<file path="src/rtl/xret_pkg.sv">
package xret_pkg;
  typedef enum logic [2:0] {
    ST_IDLE,
    ST_SR,
    ST_PC,
    ST_FMT,
    ST_CW,
    ST_CPC
  } xret_state_t;

  localparam logic SZ_HALF = 1'b0;
  localparam logic SZ_WORD = 1'b1;
  localparam int   SKIP_W  = 6;
  localparam int   WORD_W  = 32;
  localparam int   SR_W    = 16;
endpackage

</file>
<file path="src/rtl/xret_fmt_dec.sv">
module xret_fmt_dec #(
  parameter int SKIP_W = 6
) (
  input  logic [3:0]        code,
  output logic [SKIP_W-1:0] skip,
  output logic              chain,
  output logic              bad
);
  always_comb begin
    skip  = '0;
    chain = 1'b0;
    bad   = 1'b0;
    case (code)
      4'd0:       skip = '0;
      4'd1:       chain = 1'b1;
      4'd2, 4'd3: skip = SKIP_W'(4);
      4'd4:       skip = SKIP_W'(8);
      4'd7:       skip = SKIP_W'(52);
      default:    bad = 1'b1;
    endcase
  end

  // an unknown code must never add extra bytes
  always_comb begin
    a_r7_bad_no_skip: assert (!(bad && (skip != '0)));
  end
endmodule

</file>
<file path="src/rtl/xret_rd_port.sv">
module xret_rd_port #(
  parameter int ADDR_W = 32,
  parameter int DATA_W = 32
) (
  input  logic              clk,
  input  logic              rst,
  input  logic              issue,
  input  logic [ADDR_W-1:0] issue_addr,
  input  logic              issue_size,
  output logic              mem_req,
  output logic [ADDR_W-1:0] mem_addr,
  output logic              mem_size,
  input  logic [DATA_W-1:0] mem_rdata,
  input  logic              mem_ack,
  output logic              rvalid,
  output logic [DATA_W-1:0] rdata_q
);
  always_ff @(posedge clk) begin
    if (rst) begin
      mem_req  <= 1'b0;
      mem_addr <= '0;
      mem_size <= 1'b0;
      rvalid   <= 1'b0;
      rdata_q  <= '0;
    end else begin
      rvalid <= 1'b0;
      if (mem_req && mem_ack) begin
        mem_req <= 1'b0;
        rvalid  <= 1'b1;
        rdata_q <= mem_rdata;
      end else if (issue && !mem_req) begin
        mem_req  <= 1'b1;
        mem_addr <= issue_addr;
        mem_size <= issue_size;
      end
    end
  end

  // request held with stable address and size until acknowledged
  a_r8_req_hold: assert property (@(posedge clk) disable iff (rst)
    (mem_req && !mem_ack) |=> (mem_req && $stable(mem_addr) && $stable(mem_size)));

  // a new read is never issued while one is outstanding
  a_r8_one_outstanding: assert property (@(posedge clk) disable iff (rst)
    issue |-> !mem_req);
endmodule

</file>
<file path="src/rtl/xret_unwinder.sv">
module xret_unwinder
  import xret_pkg::*;
#(
  parameter int ADDR_W = 32
) (
  input  logic              clk,
  input  logic              rst,
  input  logic              start,
  input  logic              compact_mode,
  input  logic              fmt_word_en,
  input  logic [ADDR_W-1:0] sp_in,
  output logic              done,
  output logic [31:0]       pc_out,
  output logic [15:0]       sr_out,
  output logic [ADDR_W-1:0] sp_out,
  output logic              format_error,
  output logic              mem_req,
  output logic [ADDR_W-1:0] mem_addr,
  output logic              mem_size,
  input  logic [31:0]       mem_rdata,
  input  logic              mem_ack
);
  localparam logic [ADDR_W-1:0] OFS_PC      = ADDR_W'(2);
  localparam logic [ADDR_W-1:0] OFS_FMT     = ADDR_W'(6);
  localparam logic [ADDR_W-1:0] OFS_CPC     = ADDR_W'(4);
  localparam logic [ADDR_W-1:0] BASE_FRAME  = ADDR_W'(8);
  localparam logic [ADDR_W-1:0] SHORT_FRAME = ADDR_W'(6);

  xret_state_t       state;
  logic              pending;
  logic [ADDR_W-1:0] sp_w;
  logic [SR_W-1:0]   sr_w;
  logic [WORD_W-1:0] pc_w;
  logic [SR_W-1:0]   csr_w;
  logic [1:0]        calign_w;
  logic              fe_q;

  logic              issue;
  logic [ADDR_W-1:0] iss_addr;
  logic              iss_size;
  logic              rvalid;
  logic [WORD_W-1:0] rd_data;
  logic [SKIP_W-1:0] skip;
  logic              chain;
  logic              bad;

  xret_rd_port #(.ADDR_W(ADDR_W), .DATA_W(WORD_W)) u_port (
    .clk        (clk),
    .rst        (rst),
    .issue      (issue),
    .issue_addr (iss_addr),
    .issue_size (iss_size),
    .mem_req    (mem_req),
    .mem_addr   (mem_addr),
    .mem_size   (mem_size),
    .mem_rdata  (mem_rdata),
    .mem_ack    (mem_ack),
    .rvalid     (rvalid),
    .rdata_q    (rd_data)
  );

  xret_fmt_dec #(.SKIP_W(SKIP_W)) u_dec (
    .code  (rd_data[15:12]),
    .skip  (skip),
    .chain (chain),
    .bad   (bad)
  );

  assign issue = (state != ST_IDLE) && !pending;

  always_comb begin
    iss_addr = sp_w;
    iss_size = SZ_HALF;
    case (state)
      ST_SR:   begin iss_addr = sp_w;           iss_size = SZ_HALF; end
      ST_PC:   begin iss_addr = sp_w + OFS_PC;  iss_size = SZ_WORD; end
      ST_FMT:  begin iss_addr = sp_w + OFS_FMT; iss_size = SZ_HALF; end
      ST_CW:   begin iss_addr = sp_w;           iss_size = SZ_WORD; end
      ST_CPC:  begin iss_addr = sp_w + OFS_CPC; iss_size = SZ_WORD; end
      default: begin iss_addr = sp_w;           iss_size = SZ_HALF; end
    endcase
  end

  always_ff @(posedge clk) begin
    if (rst) begin
      state        <= ST_IDLE;
      pending      <= 1'b0;
      sp_w         <= '0;
      sr_w         <= '0;
      pc_w         <= '0;
      csr_w        <= '0;
      calign_w     <= '0;
      fe_q         <= 1'b0;
      done         <= 1'b0;
      pc_out       <= '0;
      sr_out       <= '0;
      sp_out       <= '0;
      format_error <= 1'b0;
    end else begin
      done <= 1'b0;
      if (issue)  pending <= 1'b1;
      if (rvalid) pending <= 1'b0;
      case (state)
        ST_IDLE: begin
          if (start) begin
            sp_w  <= sp_in;
            fe_q  <= fmt_word_en;
            state <= compact_mode ? ST_CW : ST_SR;
          end
        end
        ST_SR: begin
          if (rvalid) begin
            sr_w  <= rd_data[SR_W-1:0];
            state <= ST_PC;
          end
        end
        ST_PC: begin
          if (rvalid) begin
            pc_w <= rd_data;
            if (fe_q) begin
              state <= ST_FMT;
            end else begin
              done         <= 1'b1;
              pc_out       <= rd_data;
              sr_out       <= sr_w;
              sp_out       <= sp_w + SHORT_FRAME;
              format_error <= 1'b0;
              state        <= ST_IDLE;
            end
          end
        end
        ST_FMT: begin
          if (rvalid) begin
            if (chain) begin
              sp_w  <= sp_w + BASE_FRAME;
              state <= ST_SR;
            end else begin
              done         <= 1'b1;
              pc_out       <= pc_w;
              sr_out       <= sr_w;
              sp_out       <= sp_w + BASE_FRAME + ADDR_W'(skip);
              format_error <= bad;
              state        <= ST_IDLE;
            end
          end
        end
        ST_CW: begin
          if (rvalid) begin
            csr_w    <= rd_data[SR_W-1:0];
            calign_w <= rd_data[29:28];
            state    <= ST_CPC;
          end
        end
        ST_CPC: begin
          if (rvalid) begin
            done         <= 1'b1;
            pc_out       <= rd_data;
            sr_out       <= csr_w;
            sp_out       <= (sp_w | ADDR_W'(calign_w)) + BASE_FRAME;
            format_error <= 1'b0;
            state        <= ST_IDLE;
          end
        end
        default: state <= ST_IDLE;
      endcase
    end
  end

  // done lasts one cycle
  a_r9_done_pulse: assert property (@(posedge clk) disable iff (rst)
    done |=> !done);

  // results move only together with done
  a_r9_out_hold: assert property (@(posedge clk) disable iff (rst)
    !done |-> ($stable(pc_out) && $stable(sr_out) && $stable(sp_out) && $stable(format_error)));

  // reads are requested only during an unwind
  a_r2_req_when_busy: assert property (@(posedge clk) disable iff (rst)
    mem_req |-> (state != ST_IDLE));

  // a start during an unwind leaves the working stack pointer alone
  a_r10_start_ignored: assert property (@(posedge clk) disable iff (rst)
    ((state != ST_IDLE) && start && !rvalid) |=> $stable(sp_w));
endmodule

</file>
<file path="config.mk">
export PLATFORM = sky130hd
export DESIGN_NAME = xret_unwinder
export DESIGN_NICKNAME = d
export VERILOG_FILES = /design/src/rtl/xret_pkg.sv /design/src/rtl/xret_fmt_dec.sv /design/src/rtl/xret_rd_port.sv /design/src/rtl/xret_unwinder.sv
export SDC_FILE = /design/constraint.sdc
export NUM_CORES = 1
export LEC_CHECK = 0
export BUFFER_PORTS_ARGS = -buffer_cell sky130_fd_sc_hd__buf_2
export CORE_ASPECT_RATIO = 1.25
export CORE_UTILIZATION = 30
export DETAILED_ROUTE_END_ITERATION = 10
export GPL_TIMING_DRIVEN = 0
export HOLD_SLACK_MARGIN = 0.1
export PLACE_DENSITY = 0.49
export SYNTH_ARGS = -nofsm -noshare
export SYNTH_HDL_FRONTEND = slang
export SYNTH_HIERARCHICAL = 1
export SYNTH_SLANG_ARGS = --single-unit
</file>
<file path="constraint.sdc">
create_clock -name clk -period 7 [get_ports clk]
set_input_delay 1.4 -clock clk [delete_from_list [all_inputs] [get_ports clk]]
set_output_delay 1.4 -clock clk [all_outputs]
set_load 0.05 [all_outputs]
</file>
# --- Yosys cells after proc, flatten, opt, wreduce, memory -nomap -nowiden ---
# Cells that the tools add are included.
# Widths: inputs -> output; s select.
classes:
  n_mux: 50
  n_reduce_logical: 23
  n_bitwise: 2
  n_addsub: 6
  n_eq_ne: 19
op_table:
  columns: ["op", "count"]
  rows:
  - ["$mux 32", 13]
  - ["$pmux 32 s3", 3]
  - ["$mux 16", 5]
  - ["$add 32x3->32 const B", 2]
  - ["$add 32x4->32 const B", 2]
  - ["$pmux 32 s2", 1]
  - ["$pmux 16 s3", 1]
  - ["$add 32x2->32 const B", 1]
  - ["$add 32x6->32", 1]
  - ["$or 32x2->32", 1]
  - ["$mux 3", 7]
  - ["$pmux 3 s6", 1]
  - ["$pmux 6 s3", 1]
  - ["$mux 1", 15]
  - ["$reduce_and 6->1", 2]
  - ["$ne 2x1->1 const B", 5]
  - ["$reduce_and 2->1", 5]
  - ["$eq 4x2->1 const B", 2]
  - ["$eq 4x3->1 const B", 2]
  - ["$ne 2x2->1 const B", 4]
  - ["$eq 3x2->1 const B", 2]
  - ["$eq 3x3->1 const B", 2]
  - ["$pmux 1 s3", 2]
  - ["$reduce_bool 3->1", 2]
  - ["13 further kinds", 18]
word_totals:
  register_bits: 252
  inputBits: 70
  elab_cells: 118
  out_inout_bits: 116

# --- Longest topological paths before layout ---
logic_depth:
  depth_word: 7
  mapped_depth: 13
  mapped_depth_nobuf: 11

# --- Modules after synthesis ---
# Netlist, hierarchy kept.
modules_own_cells:
  columns: ["module", "instances", "area_each_um2", "cells_per_inst"]
  rows:
  - ["xret_unwinder", 1, 11090.6, 1527]
  - ["xret_rd_port", 1, 3066.7, 302]
  - ["xret_fmt_dec", 1, 83.8, 11]

# --- Least setup slack after synthesis ---
# Ideal clock, no wire load.
synth_path:
  kind: "register to register"
  start: "register sp_w[4]"
  end: "register sp_out[27]"
  n_path_buf: 2
  stages_incl_launch_ff: 12
  slack_ps: 4142
  synth_period_minus_slack_ps: 2858
  arrival_time_ps: 2744
  setup_time_ps: 115
  path_cell_list: "dfxtp_1 ha_1 clkbuf_1 xor2_1 ha_1 o21ai_0 o21ai_1 and2_1 clkbuf_1 nand4b_1 xnor2_1 a2111oi_0"
synth_between:
  elab_chain_cells: 5
  word_cells_on_any_way: 11
synth_lines:
  columns: ["element", "line", "source"]
  rows:
  - ["from (decl)", "xret_unwinder.sv:31", "logic [ADDR_W-1:0] sp_w;"]
  - ["from (signal assigned)", "xret_unwinder.sv:106", "sp_w <= sp_in;"]
  - ["from (signal assigned)", "xret_unwinder.sv:135", "sp_w <= sp_w + BASE_FRAME;"]
  - ["$add 32x4->32", "xret_unwinder.sv:141", "sp_out <= sp_w + BASE_FRAME + ADDR_W'(skip);"]
  - ["$add 32x6->32", "xret_unwinder.sv:141", null]
  - ["$mux 32", "xret_unwinder.sv:134", "if (chain) begin"]
  - ["$mux 32", "xret_unwinder.sv:133", "if (rvalid) begin"]
  - ["$pmux 32 s3 (*)", "xret_unwinder.sv:103", "case (state)"]
  - ["to (signal assigned)", "xret_unwinder.sv:126", "sp_out <= sp_w + SHORT_FRAME;"]
  - ["to (signal assigned)", "xret_unwinder.sv:141", null]
  - ["to (signal assigned)", "xret_unwinder.sv:159", "sp_out <= (sp_w | ADDR_W'(calign_w)) + BASE_FRAME;"]
  - ["to (decl)", "xret_unwinder.sv:15", "output logic [ADDR_W-1:0] sp_out,"]
# Mark *: on every way between the ends. The rest lies on a longest branch, timed or not. The select of a mux whose other input is x is not followed.
# A chain may end at the register's enable or synchronous reset.

# --- Worst setup path after layout ---
layout_path:
  start: "register sp_w[2]"
  end: "register u_port.mem_addr[30]"
layout_between:
  elab_chain_cells: 2
  word_cells_on_any_way: 4
layout_lines:
  columns: ["element", "line", "source"]
  rows:
  - ["$add 32x3->32, or another cell as far along", "xret_unwinder.sv:79", "ST_CPC: begin iss_addr = sp_w + OFS_CPC; iss_size = SZ_WORD; end"]
  - ["$pmux 32 s3 (*)", "xret_unwinder.sv:74", "case (state)"]
  - ["via iss_addr[30]", "xret_unwinder.sv:39", "logic [ADDR_W-1:0] iss_addr;"]
  - ["to (signal assigned)", "xret_rd_port.sv:33", "mem_addr <= issue_addr;"]
  - ["to (decl)", "xret_rd_port.sv:11", "output logic [ADDR_W-1:0] mem_addr,"]
# Mark *: on every way through the listed nets, which the timed path passes. The rest lies on a longest branch.

==> impl_metrics.ini <==
[worst_setup_path]
critical_path_peak_fanout = 10
cp-start-kind = register
criticalPathCategory = register to register
required_ps = 7530
worstSetupEndpointType = register
cp_data_arrival_time_ps = 5050

[worst_hold_path]
type_of_the_worst_min_delay_path = register to register

[timing]
final_report_setup_violation_count = 0
final_period_minus_worst_setup_slack_ps = 4510
final_worst_path_period_share_pct = 64.5
setup_total_negative_slack_ps = 0
max_freq_ghz = 0.222
slew_violations = 0
grt_setup_unrepaired = false
tightest_slew_ps = 1410
timing.clock.skew_ps = 26.0
report.final.hold_viol_count = 0
worst_rel_slew_slack_pct = 5.43

[logic_synthesis]
synthesized_instance_count = 1840
ys_seq_area_share_pct = 35.4
async_set_reset_flop_share_out_of_synthesis_pct = 0
yosys.area.top_type = sky130_fd_sc_hd__dfxtp_1
dominantRegCellSynth = sky130_fd_sc_hd__dfxtp_1
ys_ff_latch = 252
synth_enable_flop_cells = 0
synthDistinctLibCells = 92
mapped_cell_area_um2 = 14200
postSynthAreaPerCell_um2 = 7.74
number_of_warning_messages_in_the_yosys_log = 6
netlist_top_cells_area = sky130_fd_sc_hd__dfxtp_1 35%, sky130_fd_sc_hd__nand2_1 8.8%, sky130_fd_sc_hd__a21oi_1 5.4%
synth_most_common_cell = sky130_fd_sc_hd__nand2_1
synth_commonest_cells = 332 x sky130_fd_sc_hd__nand2_1, 252 x sky130_fd_sc_hd__dfxtp_1, 164 x sky130_fd_sc_hd__nor2_1, 154 x sky130_fd_sc_hd__a21oi_1, 110 x sky130_fd_sc_hd__clkbuf_1
netlist.area_leader.share_pct = 35.4

[grt]
number_of_antenna_violations_at_the_first_check_in_global_routing = 0
grt_pass1_vias = 14280
congestion_overflow_gr = 0
grt_start_max_net_pins = 16
grt_pass1_wl_um = 95600
grt_use_total_pct = 26.6

[outcome]
run_status = finished, final reports clean

[routing]
routed_wire_per_std_cell_um = 24.1
firstDrtPassIters = 7
drc_errors = 0
detail_route.iter0.violations = 1187
overall_routed_net_length_um = 65300
vias_per_cell = 5.46
vias = 14775
detail-route-antenna-nets = 0

[floorplanning]
fp.coreArea_um2 = 46500
start_util_pct = 30.6
io_pins = 186
dieHeight_um = 246
std_cell_rows = 88
floorplan.die_area_um2 = 48400
die_w_um = 197

[clock_network]
cts_setup_buffers = 0
clock_pin_slew_worst_setup_and_hold_paths_ps = 60
ctsHoldBuffers = 0
cts_htree_levels = 1
cts_tree = done
cts_sinks = 252
clock_insertion_delay_worst_skew_ps = 600
number_of_cts_inserted_buffers = 30
clockBufferDepth = 3
quantity_of_gates_resized_following_cts = 0
ctsRootBufferMaster = sky130_fd_sc_hd__clkbuf_16

[pwr]
vdd.ir_drop.worst_mv = 0.164
cell_area_power_density_nw_per_um2 = 224
static-leakage-power_nw = 5.99

[layout]
multi_input_comb_area_um2 = 8330
fin_util_pct = 36.6
post_route_cells_drive_above_1_share_pct = 16.3
nets = 2138
fill_cells = 5079
area.growth.synth_to_final_pct = 19.3
sequential_cell_area_um2 = 5040

[placement]
gpl.final_weighted_congestion = 0.982
dp_hpwl_um = 49900
place.port_buffers = 183

[run]
maxCapViolCount = 0
[worst paths after layout]
kind	start	endpoint	slack (ps)	cells past startpoint
worst max-delay path	sp_w[2]	u_port/mem_addr[30]	2490	12
worst min register to register	csr_w[12]	csr_w[12]	450	2
worst min-delay path	csr_w[12]	csr_w[12]	450	2
worst max register to register	sp_w[2]	u_port/mem_addr[30]	2490	12
[kinds of logic (layout without fill, tap and decap cells)]
group,count (synthesis),after routing,synth area share [%]
xor+xnor,76,76,4.67
fa+ha+maj,12,12,1.11
buf+inv,196,432,6.17
compound gates,504,504,24.2
flops,252,252,35.4
other cells,1,3,0.0263
mux,7,7,0.501
simple gates,792,792,27.9
[state kept, by name, indices dropped and copies added, names as in the netlist, 2 cells and up]
name / flops
pc_out: 32
pc_w: 32
sp_out: 32
sp_w: 32
u_port/mem_addr: 32
u_port/rdata_q: 32
csr_w: 16
sr_out: 16
sr_w: 16
state: 3
calign_w: 2
[metrics by stage]
| step | area, µm² | hold slack (ps) | total power [mW] | setup slack [ps] | cells |
|---|---|---|---|---|---|
| 2_1_floorplan | 14200 | 436 | 1.95 | 4140 | 1841 |
| 3_3_place_gp | 15900 | 442 | 2.17 | 2640 | 2654 |
| 3_5_place_dp | 16000 | 447 | 2.18 | 2660 | 2654 |
| 4_1_cts | 17000 | 454 | 3.84 | 2630 | 2707 |
| 5_1_grt | 17000 | 471 | 3.95 | 2500 | 2707 |
| 6_report | 17000 | 455 | 3.81 | 2490 | 2708 |
[final cells by class]
class,instances,area share [%]
multi-input combinational,1393,49.0
clock inverter,10,1.00
inverter,18,0.398
clock buffer,43,5.06
sequential,252,29.7
timing repair buffer,183,5.39
tap,630,4.64
antenna,1,0.0147
buffer,178,4.77
[critical path, cell delays in order, from the launching register on]
cell,delay [ps]
sky130_fd_sc_hd__dfxtp_1,390
sky130_fd_sc_hd__clkbuf_1,340
sky130_fd_sc_hd__inv_1,230
sky130_fd_sc_hd__ha_1,170
sky130_fd_sc_hd__a21oi_1,160
sky130_fd_sc_hd__nor4_2,1230
sky130_fd_sc_hd__nand2_1,330
sky130_fd_sc_hd__o22ai_1,240
sky130_fd_sc_hd__a32o_1,310
sky130_fd_sc_hd__nand3_1,130
sky130_fd_sc_hd__xnor2_1,660
sky130_fd_sc_hd__nand4bb_1,160
sky130_fd_sc_hd__o21ai_1,100
[routing by layer]
layer / part of all wire (%) / GRT usage (%) / vias to the layer above
li1: - / - / 6967
met1: 41 / 32.3 / 7128
met5: 0 / 0 / -
met4: 4.1 / 10.6 / 0
met3: 6.4 / 3.69 / 124
met2: 49 / 47.0 / 556
[cells in the final DEF, fill, tap and decap left out, types with 6 or more instances in the layout]
master and instances:
sky130_fd_sc_hd__a31oi_1 11, sky130_fd_sc_hd__o31ai_1 9, sky130_fd_sc_hd__xor2_1 25, sky130_fd_sc_hd__buf_2 218
sky130_fd_sc_hd__nor2b_1 8, sky130_fd_sc_hd__clkbuf_1 117, sky130_fd_sc_hd__a21oi_2 27, sky130_fd_sc_hd__and2_1 16
sky130_fd_sc_hd__buf_1 13, sky130_fd_sc_hd__buf_6 7, sky130_fd_sc_hd__clkbuf_8 6, sky130_fd_sc_hd__a311oi_1 55
sky130_fd_sc_hd__mux2i_1 6, sky130_fd_sc_hd__clkbuf_16 30, sky130_fd_sc_hd__nand4bb_1 33, sky130_fd_sc_hd__nand2b_1 39
sky130_fd_sc_hd__buf_4 12, sky130_fd_sc_hd__a21o_1 6, sky130_fd_sc_hd__nor3_1 45, sky130_fd_sc_hd__nor2_1 164
sky130_fd_sc_hd__o21ai_0 47, sky130_fd_sc_hd__nand4_1 15, sky130_fd_sc_hd__nor4_1 11, sky130_fd_sc_hd__xnor2_1 51
sky130_fd_sc_hd__o221ai_1 8, sky130_fd_sc_hd__a221oi_1 9, sky130_fd_sc_hd__ha_1 11, sky130_fd_sc_hd__or3_1 7
sky130_fd_sc_hd__nand2_1 332, sky130_fd_sc_hd__nand3_1 58, sky130_fd_sc_hd__o211ai_1 10, sky130_fd_sc_hd__a21bo_1 29
sky130_fd_sc_hd__a211oi_1 16, sky130_fd_sc_hd__dfxtp_1 252, sky130_fd_sc_hd__a22oi_1 16, sky130_fd_sc_hd__o22ai_1 7
sky130_fd_sc_hd__a21oi_1 154, sky130_fd_sc_hd__o21ai_1 40, sky130_fd_sc_hd__and3_1 14, sky130_fd_sc_hd__inv_1 18
[where the power goes]
group          switching (mW)  internal, mW  total [mW]  leakage, nW
sequential             0.0376          1.48        1.51         2.04
clock                   0.665         0.995        1.66        0.497
combinational           0.443         0.195       0.639         3.45
No activity file was read; power rests on OpenSTA's default activity.
